### src/rtl/cmdp_pkg.sv
package cmdp_pkg;

  localparam int WORD_W   = 32;
  localparam int OP_W     = 5;
  localparam int OP_LSB   = 27;
  localparam int ADDR_W   = 16;
  localparam int CNT_W    = 16;
  localparam int SCNT_W   = 10;
  localparam int SCNT_LSB = 16;
  localparam int FIXP_BIT = 26;
  localparam int RECT_LSB = 8;
  localparam int RECT_W   = 8;
  localparam int KIND_W   = 2;
  localparam int FRAC_W   = 16;
  localparam int MANT_W   = 23;
  localparam int EXP_W    = 8;
  localparam int EXP_BIAS = 127;

  typedef enum logic [OP_W-1:0] {
    OP_STATE   = 5'd1,
    OP_END     = 5'd2,
    OP_NOP     = 5'd3,
    OP_DRAW2D  = 5'd4,
    OP_DRAW    = 5'd5,
    OP_DRAWIDX = 5'd6,
    OP_WAIT    = 5'd7,
    OP_LINK    = 5'd8,
    OP_STALL   = 5'd9,
    OP_CALL    = 5'd10,
    OP_RET     = 5'd11,
    OP_CHIPSEL = 5'd13
  } opcode_e;

  typedef enum logic [KIND_W-1:0] {
    RD_NONE = 2'd0,
    RD_LINK = 2'd1,
    RD_CALL = 2'd2,
    RD_RET  = 2'd3
  } redir_e;

  typedef enum logic [2:0] {
    ST_HDR, ST_DATA, ST_EVARG, ST_JARG, ST_PAD, ST_WAIT, ST_END, ST_ERR
  } pstate_e;

  typedef struct packed {
    logic             legal;
    logic [OP_W-1:0]  op;
    logic [CNT_W-1:0] nargs;
    logic             pad;
    logic             is_state;
    logic             is_end;
    logic             is_wait;
    logic             is_jump;
    logic             is_ret;
    logic             is_event;
  } hdr_info_t;

endpackage

### src/rtl/cmdp_hdr_dec.sv
module cmdp_hdr_dec
  import cmdp_pkg::*;
(
  input  logic [WORD_W-1:0] hdr,
  output hdr_info_t         info
);

  logic [OP_W-1:0] op;
  assign op = hdr[OP_LSB +: OP_W];

  always_comb begin
    info       = '0;
    info.op    = op;
    info.legal = 1'b1;
    case (op)
      OP_STATE: begin
        info.is_state = 1'b1;
        info.nargs    = CNT_W'(hdr[SCNT_LSB +: SCNT_W]);
      end
      OP_END:   info.is_end  = 1'b1;
      OP_NOP:   info.nargs   = '0;
      OP_WAIT:  info.is_wait = 1'b1;
      OP_LINK, OP_CALL: begin
        info.is_jump = 1'b1;
        info.nargs   = CNT_W'(1);
      end
      OP_RET:   info.is_ret = 1'b1;
      OP_STALL: begin
        info.is_event = 1'b1;
        info.nargs    = CNT_W'(1);
      end
      OP_CHIPSEL: info.is_event = 1'b1;
      OP_DRAW: begin
        info.is_event = 1'b1;
        info.nargs    = CNT_W'(3);
      end
      OP_DRAWIDX: begin
        info.is_event = 1'b1;
        info.nargs    = CNT_W'(4);
      end
      OP_DRAW2D: begin
        info.is_event = 1'b1;
        info.nargs    = {{(CNT_W-RECT_W-1){1'b0}}, hdr[RECT_LSB +: RECT_W], 1'b1};
      end
      default: info.legal = 1'b0;
    endcase
    // header plus nargs is odd exactly when nargs is even
    info.pad = ~info.nargs[0];
  end

endmodule

### src/rtl/cmdp_fx2fp.sv
module cmdp_fx2fp
  import cmdp_pkg::*;
(
  input  logic [WORD_W-1:0] fx,
  output logic [WORD_W-1:0] fp
);

  localparam int LEAD_W = $clog2(WORD_W);

  logic              neg;
  logic [WORD_W-1:0] mag;
  logic [WORD_W-1:0] norm;
  logic [LEAD_W-1:0] lead;
  logic [EXP_W-1:0]  expo;

  always_comb begin
    neg  = fx[WORD_W-1];
    mag  = neg ? (~fx + 1'b1) : fx;
    lead = '0;
    for (int i = 0; i < WORD_W; i++) begin
      if (mag[i]) lead = LEAD_W'(i);
    end
    norm = mag << (LEAD_W'(WORD_W-1) - lead);
    expo = EXP_W'(lead) + EXP_W'(EXP_BIAS - FRAC_W);
    if (mag == '0) fp = '0;
    else           fp = {neg, expo, norm[WORD_W-2 -: MANT_W]};
  end

endmodule

### src/rtl/cmdp_top.sv
module cmdp_top
  import cmdp_pkg::*;
(
  input  logic                clk,
  input  logic                rst_n,
  input  logic                in_valid,
  input  logic [WORD_W-1:0]   in_data,
  output logic                in_ready,
  output logic                wr_valid,
  input  logic                wr_ready,
  output logic [ADDR_W-1:0]   wr_addr,
  output logic [WORD_W-1:0]   wr_data,
  output logic                ev_valid,
  input  logic                ev_ready,
  output logic [OP_W-1:0]     ev_op,
  output logic [WORD_W-1:0]   ev_data,
  output logic                ev_first,
  output logic                ev_last,
  output logic                rd_valid,
  input  logic                rd_ready,
  output logic [KIND_W-1:0]   rd_kind,
  output logic [WORD_W-1:0]   rd_addr,
  output logic [CNT_W-1:0]    rd_bytes,
  output logic                ended,
  output logic                err
);

  pstate_e           state;
  hdr_info_t         info;
  logic [WORD_W-1:0] conv;
  logic [CNT_W-1:0]  remain;
  logic [ADDR_W-1:0] waddr;
  logic              fixp;
  logic              pad_pend;
  logic              wait_pend;
  logic [CNT_W-1:0]  wait_cnt;
  redir_e            jkind;
  logic [CNT_W-1:0]  jbytes;
  logic [OP_W-1:0]   cur_op;
  logic              wr_free, ev_free, rd_free, acc;

  cmdp_hdr_dec u_dec (.hdr(in_data), .info(info));
  cmdp_fx2fp   u_cvt (.fx(in_data), .fp(conv));

  assign wr_free = !wr_valid || wr_ready;
  assign ev_free = !ev_valid || ev_ready;
  assign rd_free = !rd_valid || rd_ready;

  always_comb begin
    case (state)
      ST_HDR:   in_ready = ev_free && rd_free;
      ST_DATA:  in_ready = wr_free;
      ST_EVARG: in_ready = ev_free;
      ST_JARG:  in_ready = rd_free;
      ST_PAD:   in_ready = 1'b1;
      default:  in_ready = 1'b0;
    endcase
  end

  assign acc   = in_valid && in_ready;
  assign ended = (state == ST_END);
  assign err   = (state == ST_ERR);

  always_ff @(posedge clk) begin
    if (!rst_n) begin
      state     <= ST_HDR;
      remain    <= '0;
      waddr     <= '0;
      fixp      <= 1'b0;
      pad_pend  <= 1'b0;
      wait_pend <= 1'b0;
      wait_cnt  <= '0;
      jkind     <= RD_NONE;
      jbytes    <= '0;
      cur_op    <= '0;
      wr_valid  <= 1'b0;
      wr_addr   <= '0;
      wr_data   <= '0;
      ev_valid  <= 1'b0;
      ev_op     <= '0;
      ev_data   <= '0;
      ev_first  <= 1'b0;
      ev_last   <= 1'b0;
      rd_valid  <= 1'b0;
      rd_kind   <= '0;
      rd_addr   <= '0;
      rd_bytes  <= '0;
    end else begin
      if (wr_valid && wr_ready) wr_valid <= 1'b0;
      if (ev_valid && ev_ready) ev_valid <= 1'b0;
      if (rd_valid && rd_ready) rd_valid <= 1'b0;

      case (state)
        ST_HDR: if (acc) begin
          if (!info.legal) begin
            state <= ST_ERR;
          end else begin
            pad_pend  <= info.pad;
            remain    <= info.nargs;
            wait_pend <= 1'b0;
            cur_op    <= info.op;
            if (info.is_state) begin
              waddr <= in_data[ADDR_W-1:0];
              fixp  <= in_data[FIXP_BIT];
              state <= (info.nargs == '0) ? ST_PAD : ST_DATA;
            end else if (info.is_end) begin
              state <= ST_END;
            end else if (info.is_wait) begin
              wait_pend <= 1'b1;
              wait_cnt  <= in_data[CNT_W-1:0];
              state     <= ST_PAD;
            end else if (info.is_jump) begin
              jkind  <= (info.op == OP_CALL) ? RD_CALL : RD_LINK;
              jbytes <= in_data[CNT_W-1:0];
              state  <= ST_JARG;
            end else if (info.is_ret) begin
              rd_valid <= 1'b1;
              rd_kind  <= RD_RET;
              rd_addr  <= '0;
              rd_bytes <= '0;
              state    <= ST_PAD;
            end else if (info.is_event) begin
              ev_valid <= 1'b1;
              ev_op    <= info.op;
              ev_data  <= in_data;
              ev_first <= 1'b1;
              ev_last  <= (info.nargs == '0);
              state    <= (info.nargs == '0) ? ST_PAD : ST_EVARG;
            end else begin
              state <= ST_PAD;
            end
          end
        end

        ST_DATA: if (acc) begin
          wr_valid <= 1'b1;
          wr_addr  <= waddr;
          wr_data  <= fixp ? conv : in_data;
          waddr    <= waddr + 1'b1;
          remain   <= remain - 1'b1;
          if (remain == CNT_W'(1)) state <= pad_pend ? ST_PAD : ST_HDR;
        end

        ST_EVARG: if (acc) begin
          ev_valid <= 1'b1;
          ev_op    <= cur_op;
          ev_data  <= in_data;
          ev_first <= 1'b0;
          ev_last  <= (remain == CNT_W'(1));
          remain   <= remain - 1'b1;
          if (remain == CNT_W'(1)) state <= pad_pend ? ST_PAD : ST_HDR;
        end

        ST_JARG: if (acc) begin
          rd_valid <= 1'b1;
          rd_kind  <= jkind;
          rd_addr  <= in_data;
          rd_bytes <= jbytes;
          state    <= ST_HDR;
        end

        ST_PAD: if (acc) begin
          wait_pend <= 1'b0;
          state     <= (wait_pend && wait_cnt != '0) ? ST_WAIT : ST_HDR;
        end

        ST_WAIT: begin
          wait_cnt <= wait_cnt - 1'b1;
          if (wait_cnt == CNT_W'(1)) state <= ST_HDR;
        end

        default: state <= state;
      endcase
    end
  end

endmodule

### config.mk
export PLATFORM = sky130hd
export DESIGN_NAME = cmdp_top
export DESIGN_NICKNAME = d
export VERILOG_FILES = /design/src/rtl/cmdp_pkg.sv /design/src/rtl/cmdp_hdr_dec.sv /design/src/rtl/cmdp_fx2fp.sv /design/src/rtl/cmdp_top.sv
export SDC_FILE = /design/constraint.sdc
export NUM_CORES = 1
export LEC_CHECK = 0
export BUFFER_PORTS_ARGS = -buffer_cell sky130_fd_sc_hd__buf_2
export CAP_MARGIN = 20
export CORE_MARGIN = 2
export CORE_UTILIZATION = 50
export CTS_BUF_LIST = sky130_fd_sc_hd__clkbuf_4 sky130_fd_sc_hd__clkbuf_8
export CTS_CLUSTER_DIAMETER = 150
export DETAILED_ROUTE_END_ITERATION = 6
export GPL_TIMING_DRIVEN = 1
export PLACE_DENSITY = 0.73
export RECOVER_POWER = 50
export SYNTH_ARGS = -nofsm -noshare
export SYNTH_HDL_FRONTEND = slang
export SYNTH_SLANG_ARGS = --single-unit
### constraint.sdc
create_clock -name clk -period 4.9 [get_ports clk]
set_input_delay 1.225 -clock clk [delete_from_list [all_inputs] [get_ports clk]]
set_output_delay 1.225 -clock clk [all_outputs]
set_load 0.03 [all_outputs]
==> results of run 1 <==
how the worst min path moves through the flow:
stage	endpoint	slack, ps	start
5_1_grt	rd_kind[1]	480	rd_kind[1]
4_1_cts	rd_kind[0]	450	rd_kind[0]
6_report	rd_kind[0]	450	rd_kind[0]
3_5_place_dp	rd_kind[0]	440	rd_kind[0]
2_1_floorplan	jkind[1]	430	jkind[1]
3_3_place_gp	rd_kind[0]	440	rd_kind[0]
state kept, by name, indices dropped and copies added (netlist names), 2 cells and up:
name and count:
cur_op 5, ev_data 32, ev_op 5, jbytes 16, jkind 2, rd_addr 32
rd_bytes 16, rd_kind 2, remain 16, state 3, waddr 16, wait_cnt 16
wr_addr 16, wr_data 32
routing by layer:
metal	up-vias	GRT usage [%]	part of all wire, %
met2	1104	63.7	43
met5	-	0	0
met3	189	11.9	13
met4	0	19.2	4.9
met1	8143	55.9	40
li1	7826	-	-
placed cells by master, fill, tap and decap left out, types with 8 or more instances in the layout:
master	count
buf_4	349
nor2_1	276
dfxtp_1	217
nand2_1	200
a21oi_1	176
clkbuf_1	146
o21ai_0	105
a22oi_1	70
nand3_1	54
nor3_1	49
mux2i_1	49
clkbuf_8	47
buf_2	37
a211oi_1	30
nor4_1	27
a31oi_1	27
o22ai_1	27
inv_1	26
and3_1	25
xnor2_1	23
or3_1	22
nand4_1	22
o221ai_1	18
o211ai_1	17
nand2b_1	16
xor2_1	15
o31ai_1	10
or2_2	10
clkbuf_4	10
and2_1	9
o2111ai_1	9
a211o_1	9
a21o_1	8
o21ai_1	8
a22o_1	8
layout make-up:
class | count | area (um^2) | area share (%)
inverters | 32 | 130 | 0.718
diodes | 1 | 2.50 | 0.0138
repair buffers | 540 | 3510 | 19.3
flip-flops and latches | 217 | 4340 | 24.0
clock buffers | 57 | 722 | 3.98
well taps | 341 | 427 | 2.35
multi-input cells | 1485 | 8880 | 49.0
clock inverters | 11 | 105 | 0.580
where the power goes:
group / internal (mW) / total, mW / switching (mW) / leakage [nW]
Combinational: 0.955 / 2.75 / 1.80 / 4.99
Clock: 1.01 / 1.83 / 0.819 / 0.438
Sequential: 1.99 / 2.23 / 0.241 / 1.75
Total: 3.96 / 6.81 / 2.86 / 7.19
cell families (layout without fill, tap and decap cells):
family / after synthesis / in the layout / synth area share [%]
AO/OA/AOI/OAI: 621 / 621 / 29.9
flip-flops: 217 / 217 / 31.4
multiplexers: 57 / 57 / 4.21
XOR/XNOR: 41 / 41 / 2.70
buffers and inverters: 191 / 640 / 5.44
adder cells (fa/ha/maj): 8 / 8 / 0.723
other: 0 / 1 / 0
AND/OR/NAND/NOR: 758 / 758 / 25.6
worst max-delay path: stages:
cell	delay [ps]
buf_2	180
buf_4	230
nor4_2	250
buf_4	180
nand4_1	90
buf_4	200
buf_4	160
o2111a_1	220
a211oi_1	410
o21ai_0	210
a211o_1	380
nand4_4	190
inv_4	50
a2111oi_1	450
buf_4	200
a221o_1	220
a221o_1	200
o21ai_0	80
a21oi_1	120
through the flow:
step / instance area (um^2) / worst slack (ps)
finish: 18100 / 131
detailed placement: 17400 / -509
floorplan: 14000 / 0.207
global route: 18100 / 14.7
CTS: 18300 / 71.3
global placement: 17400 / -369
==> results.ini, run 1 <==
[clocking]
cts_resized = 0
cts_max_level = 2
cts_setup_buffers = 0
cts.sinks = 217
clkLatencyLatePin_ps = 570
cts_tree = yes
clk_pin_slew_ps = 70
ctsHoldBuffers = 0
cts_made_buffers = 38
clockRootBuffer = clkbuf_8
clockBufferDepth = 3

[logic_synthesis]
synth.most_common_cell = nor2_1
ys_seq_area_share_pct = 31.4
synth_enable_flop_cells = 0
synth.distinct_cells = 97
yosysTopAreaCellShare_pct = 31.4
synthTopCellsByArea = dfxtp_1, nor2_1, a21oi_1, nand2_1, o21ai_0
ys_ff_latch = 217
avgSynthCellArea_um2 = 7.31
async_reset_ff_share_pct = 0
synthFlopType = dfxtp_1
yosys_warnings = 0
syn_inst = 1893
synth_area_mm2 = 0.0138
synth_top_area_cell = dfxtp_1
syn_nets = 1939
synth_common_cells = nor2_1, dfxtp_1, nand2_1

[power_and_ir_drop]
p_leak_nw = 7.19
p_total_mw = 6.81
powerDensity_mw_per_mm2 = 376
ir_worst_vdd_mv = 0.314

[floorplan]
row_count = 60
die-height_um = 170
placeableCoreArea_mm2 = 0.0270
num_io_pins = 181
die_w_um = 170
die-area_mm2 = 0.0290
initial_utilization_pct = 51.2

[grt]
grt_pass1_wl_um = 94100
grt_max_degree = 88
antenna_found_initial = 4
grt_util_all_layers_pct = 42.2
first_global_vias = 15981
grt_remaining_overflow = 0

[sta]
skew_ps = 33.0
worstMarginPinSlew_ps = 1480
slew_violations = 0
finalCritPeriodShare_pct = 97.3
setup_viol_count_final = 0
relSlewSlack_pct = 1.49
clock.fmax_mhz = 210
setup-tns-final_ps = 0
report.final.hold_viol_count = 0
rsz0062_at_grt = no
hold_ws_ps = 450
min_period_ps = 4770

[final_layout]
post-route-util_pct = 67.0
fillCellCount = 2413
layout.cells.non_filler = 2684
areaGrowthSynthToFinish_pct = 31.0
fin_nets = 2360
drive_gt1_share_pct = 22.6

[critical_path]
crit_path_end_kind = register
start_kind = primary input
cp_data_arrival_time_ps = 5260
required_ps = 5390
timing.rr.end = waddr[10]
critPathLaunch = in_data[7]
worstSetupEndpoint = wr_data[5]
rr_startpoint = state[1]
r2r_slack_ps = 1090
critPathKind = in -> reg
worstRegToRegCells = 9
worst-path-max-fanout = 7

[routing]
vias_per_cell = 6.43
route.detailed.drc = 0
initialDrtViolationCount = 2255
routed_wl_um = 63200
ant_nets = 0
wl_per_cell_um = 23.6
drtPass1Iterations = 6
vias = 17262

[placed_design]
gp_congestion = 1.01
io_buffer_count = 180
placedCellCount = 2612
dp_hpwl_um = 47100

[flow_run]
cap_violations = 0

[run_status]
outcome = finished, final reports clean

[hold_path]
whs_path_depth = 2
hp-class = reg -> reg

No activity file was read; power rests on OpenSTA's default activity.
==> run 2, diff against run 1 <==
ABC_AREA = 1   (was default)
PLACE_DENSITY = 0.74   (was 0.73)
==> results.ini, run 2 <==
[run_status]
outcome = complete, but fails checks
violations = max-capacitance violations, max-slew violations

[placed_design]
dp_hpwl_um = 35000  ; -26%
placed_area_mm2 = 0.0139  ; -20%
io_buffer_count = 180  ; unchanged
gp_congestion = 1.02  ; +0.71%

[sta]
clock.fmax_mhz = 220  ; +5.0%
hold_ws_ps = 443  ; -6.73 ps
rsz0062_at_grt = yes
slew_violations = 23  ; +23
relSlewSlack_pct = -28.6  ; -30 points
report.final.hold_viol_count = 0  ; unchanged
min_period_ps = 4540  ; -226 ps
finalCritPeriodShare_pct = 92.7  ; -4.6 points
setup_viol_count_final = 0  ; unchanged
skew_ps = 29.5  ; -3.47 ps
worstMarginPinSlew_ps = 1920  ; +445 ps

[final_layout]
drive_gt1_share_pct = 13.3  ; -9.4 points
layout_commonest_cell = nand2_1
final_area_mm2 = 0.0147  ; -19%
areaGrowthSynthToFinish_pct = 20.1
post-route-util_pct = 60.7  ; -6.4 points
n_antenna_cell = 0  ; -1
fillCellCount = 2381  ; -1.3%
final_cell_mix = nand2_1, a21oi_1, dfxtp_1, nand3_1, o21ai_0
fin_nets = 2121  ; -10%
largestRegisters = ev_data: 32 flops, rd_addr: 32 flops, wr_data: 32 flops

[clocking]
clk_pin_slew_ps = 60  ; about the same
cts_tree = yes
clkLatencyLatePin_ps = 540  ; -30 ps
cts_max_level = 2  ; unchanged
clockBufferDepth = 3  ; unchanged
clockRootBuffer = clkbuf_8
cts.sinks = 217  ; unchanged
cts_made_buffers = 38  ; unchanged

[flow_run]
cap_violations = 1  ; +1

[critical_path]
cp_data_arrival_time_ps = 4950  ; -310 ps
worst-path-max-fanout = 7  ; unchanged
critPathKind = in -> reg
required_ps = 5310  ; -80 ps
crit_path_end_kind = register
start_kind = primary input

[logic_synthesis]
ys_seq_area_share_pct = 35.6  ; +4.2 points
syn_nets = 1896  ; -2.2%
avgSynthCellArea_um2 = 6.60  ; -9.7%
synth_area_mm2 = 0.0122  ; -12%
synth_common_cells = nand2_1, a21oi_1, dfxtp_1
synth_top_area_cell = dfxtp_1
syn_inst = 1850  ; -2.3%
ys_ff_latch = 217  ; unchanged
synthFlopType = dfxtp_1
synth.distinct_cells = 57  ; -41%
yosys_warnings = 0  ; unchanged
synth_enable_flop_cells = 0  ; unchanged
async_reset_ff_share_pct = 0  ; unchanged
synthTopCellsByArea = dfxtp_1, nand2_1, a21oi_1, nand3_1, o21ai_0
yosysTopAreaCellShare_pct = 35.6  ; +4.2 points
synth.most_common_cell = nand2_1

[grt]
grt_remaining_overflow = 0  ; unchanged
first_global_vias = 13174  ; -18%
grt_pass1_wl_um = 72900  ; -22%
antenna_found_initial = 1  ; -3
grt_util_all_layers_pct = 35.8  ; -6.4 points
grt_max_degree = 85  ; -3.4%

[floorplan]
num_io_pins = 181  ; unchanged
die-area_mm2 = 0.0257  ; -11%
row_count = 57  ; -5.0%
initial_utilization_pct = 50.5  ; -0.67 points
die_w_um = 160  ; -5.9%
die-height_um = 160  ; -5.9%
placeableCoreArea_mm2 = 0.0242  ; -11%

[power_and_ir_drop]
p_int_mw = 4.09  ; +3.5%
switchingPower_mw = 3.26  ; +14%
ir_worst_vdd_mv = 0.333  ; +6.1%
powerDensity_mw_per_mm2 = 501  ; +33%
p_seq_share_pct = 32.3  ; -0.5 points
switching_share_pct = 44.3  ; +2.4 points
clkPwrFrac_pct = 25.6  ; -1.2 points
comb_power_share_pct = 42.1  ; +1.7 points
p_leak_nw = 6.24  ; -13%

[routing]
wl_per_cell_um = 19.6  ; -17%
initialDrtViolationCount = 1604  ; -29%
route.detailed.drc = 0  ; unchanged
routed_wl_um = 47500  ; -25%
ant_nets = 0  ; unchanged
vias = 13964  ; -19%
drtPass1Iterations = 7  ; +1
vias_per_cell = 5.76  ; -10%

[hold_path]
hp-class = reg -> reg

[run 2: routing by layer]
metal  global-route usage, %  part of all wire [%]  vias to the layer above
met5                       0                 0.023                        -
met1                    45.9                    42                     6575
met4                    16.9                   4.9                        2
met3                    6.43                   7.1                      122
met2                    58.8                    46                      577
li1                        -                     -                     6688
[run 2: kinds of logic (layout without fill, tap and decap cells)]
| kind of cell | count (synthesis) | count (layout) | share of synthesized area, % |
|---|---|---|---|
| AND/OR/NAND/NOR | 827 | 827 | 30.3 |
| adder cells (fa/ha/maj) | 8 | 8 | 0.819 |
| flip-flops | 217 | 217 | 35.6 |
| AO/OA/AOI/OAI | 496 | 496 | 22.1 |
| buffers and inverters | 275 | 526 | 9.09 |
| XOR/XNOR | 27 | 27 | 2.12 |
[run 2: per-stage QoR]
stage	TNS (ps)	setup WS [ps]	cells	power, mW
2_1_floorplan	0	88.7	1850	4.52
6_report	0	357	2425	7.35
5_1_grt	-47.5	-15.9	2425	7.77
4_1_cts	0	359	2422	7.37
3_5_place_dp	-772	-127	2356	5.49
3_3_place_gp	-51.7	-39.3	2356	5.45
[run 2: cell type report]
cell class	instances	area (um^2)	share of cell area [%]
clock buffer	57	728	4.96
sequential	217	4340	29.6
multi-input combinational	1358	6810	46.4
clock inverter	9	124	0.844
inverter	166	623	4.25
timing repair buffer	294	1640	11.2
tap	324	405	2.76
[run 2: repair_timing]
action,CTS,global route
hold buffers,0,0
endpoints found under the setup margin,0,19
buffers inserted,0,2
gates resized for setup,0,11
endpoints found under the hold margin,0,0
[run 2: final timing paths]
kind,cells after the start,slack [ps],end,start
hold / removal,2,440,cur_op[4],cur_op[4]
hold reg to reg,2,440,cur_op[4],cur_op[4]
setup reg to reg,13,690,rd_addr[9],state[2]
setup / recovery,27,360,wr_data[22],in_data[1]
[run 2: worst max-delay path, cell delays in order]
cell	delay, ps
buf_2	120
inv_1	70
ha_2	190
nand4_2	130
nor3_2	120
nand2_1	120
nor2_2	100
nand3_2	100
nor3_4	140
nand4_1	170
nor2_1	140
nand3_1	150
o31ai_4	250
o21ai_1	130
xor2_1	260
inv_1	140
nor3_4	260
inv_2	80
a21oi_4	190
inv_2	80
buf_4	160
nand3_1	120
nand3_1	130
nand2_1	110
nand2_1	100
nand2_1	90
a21oi_1	60
[run 2: power by group through the flow]
| stage | combinational [mW] | sequential, mW | clock (mW) |
|---|---|---|---|
| 2_1_floorplan | 1.73 | 2.80 | 0 |
| 3_3_place_gp | 3.07 | 2.38 | 0 |
| 3_5_place_dp | 3.10 | 2.39 | 0 |
| 4_1_cts | 3.11 | 2.36 | 1.90 |
| 5_1_grt | 3.38 | 2.42 | 1.98 |
| 6_report | 3.09 | 2.38 | 1.88 |
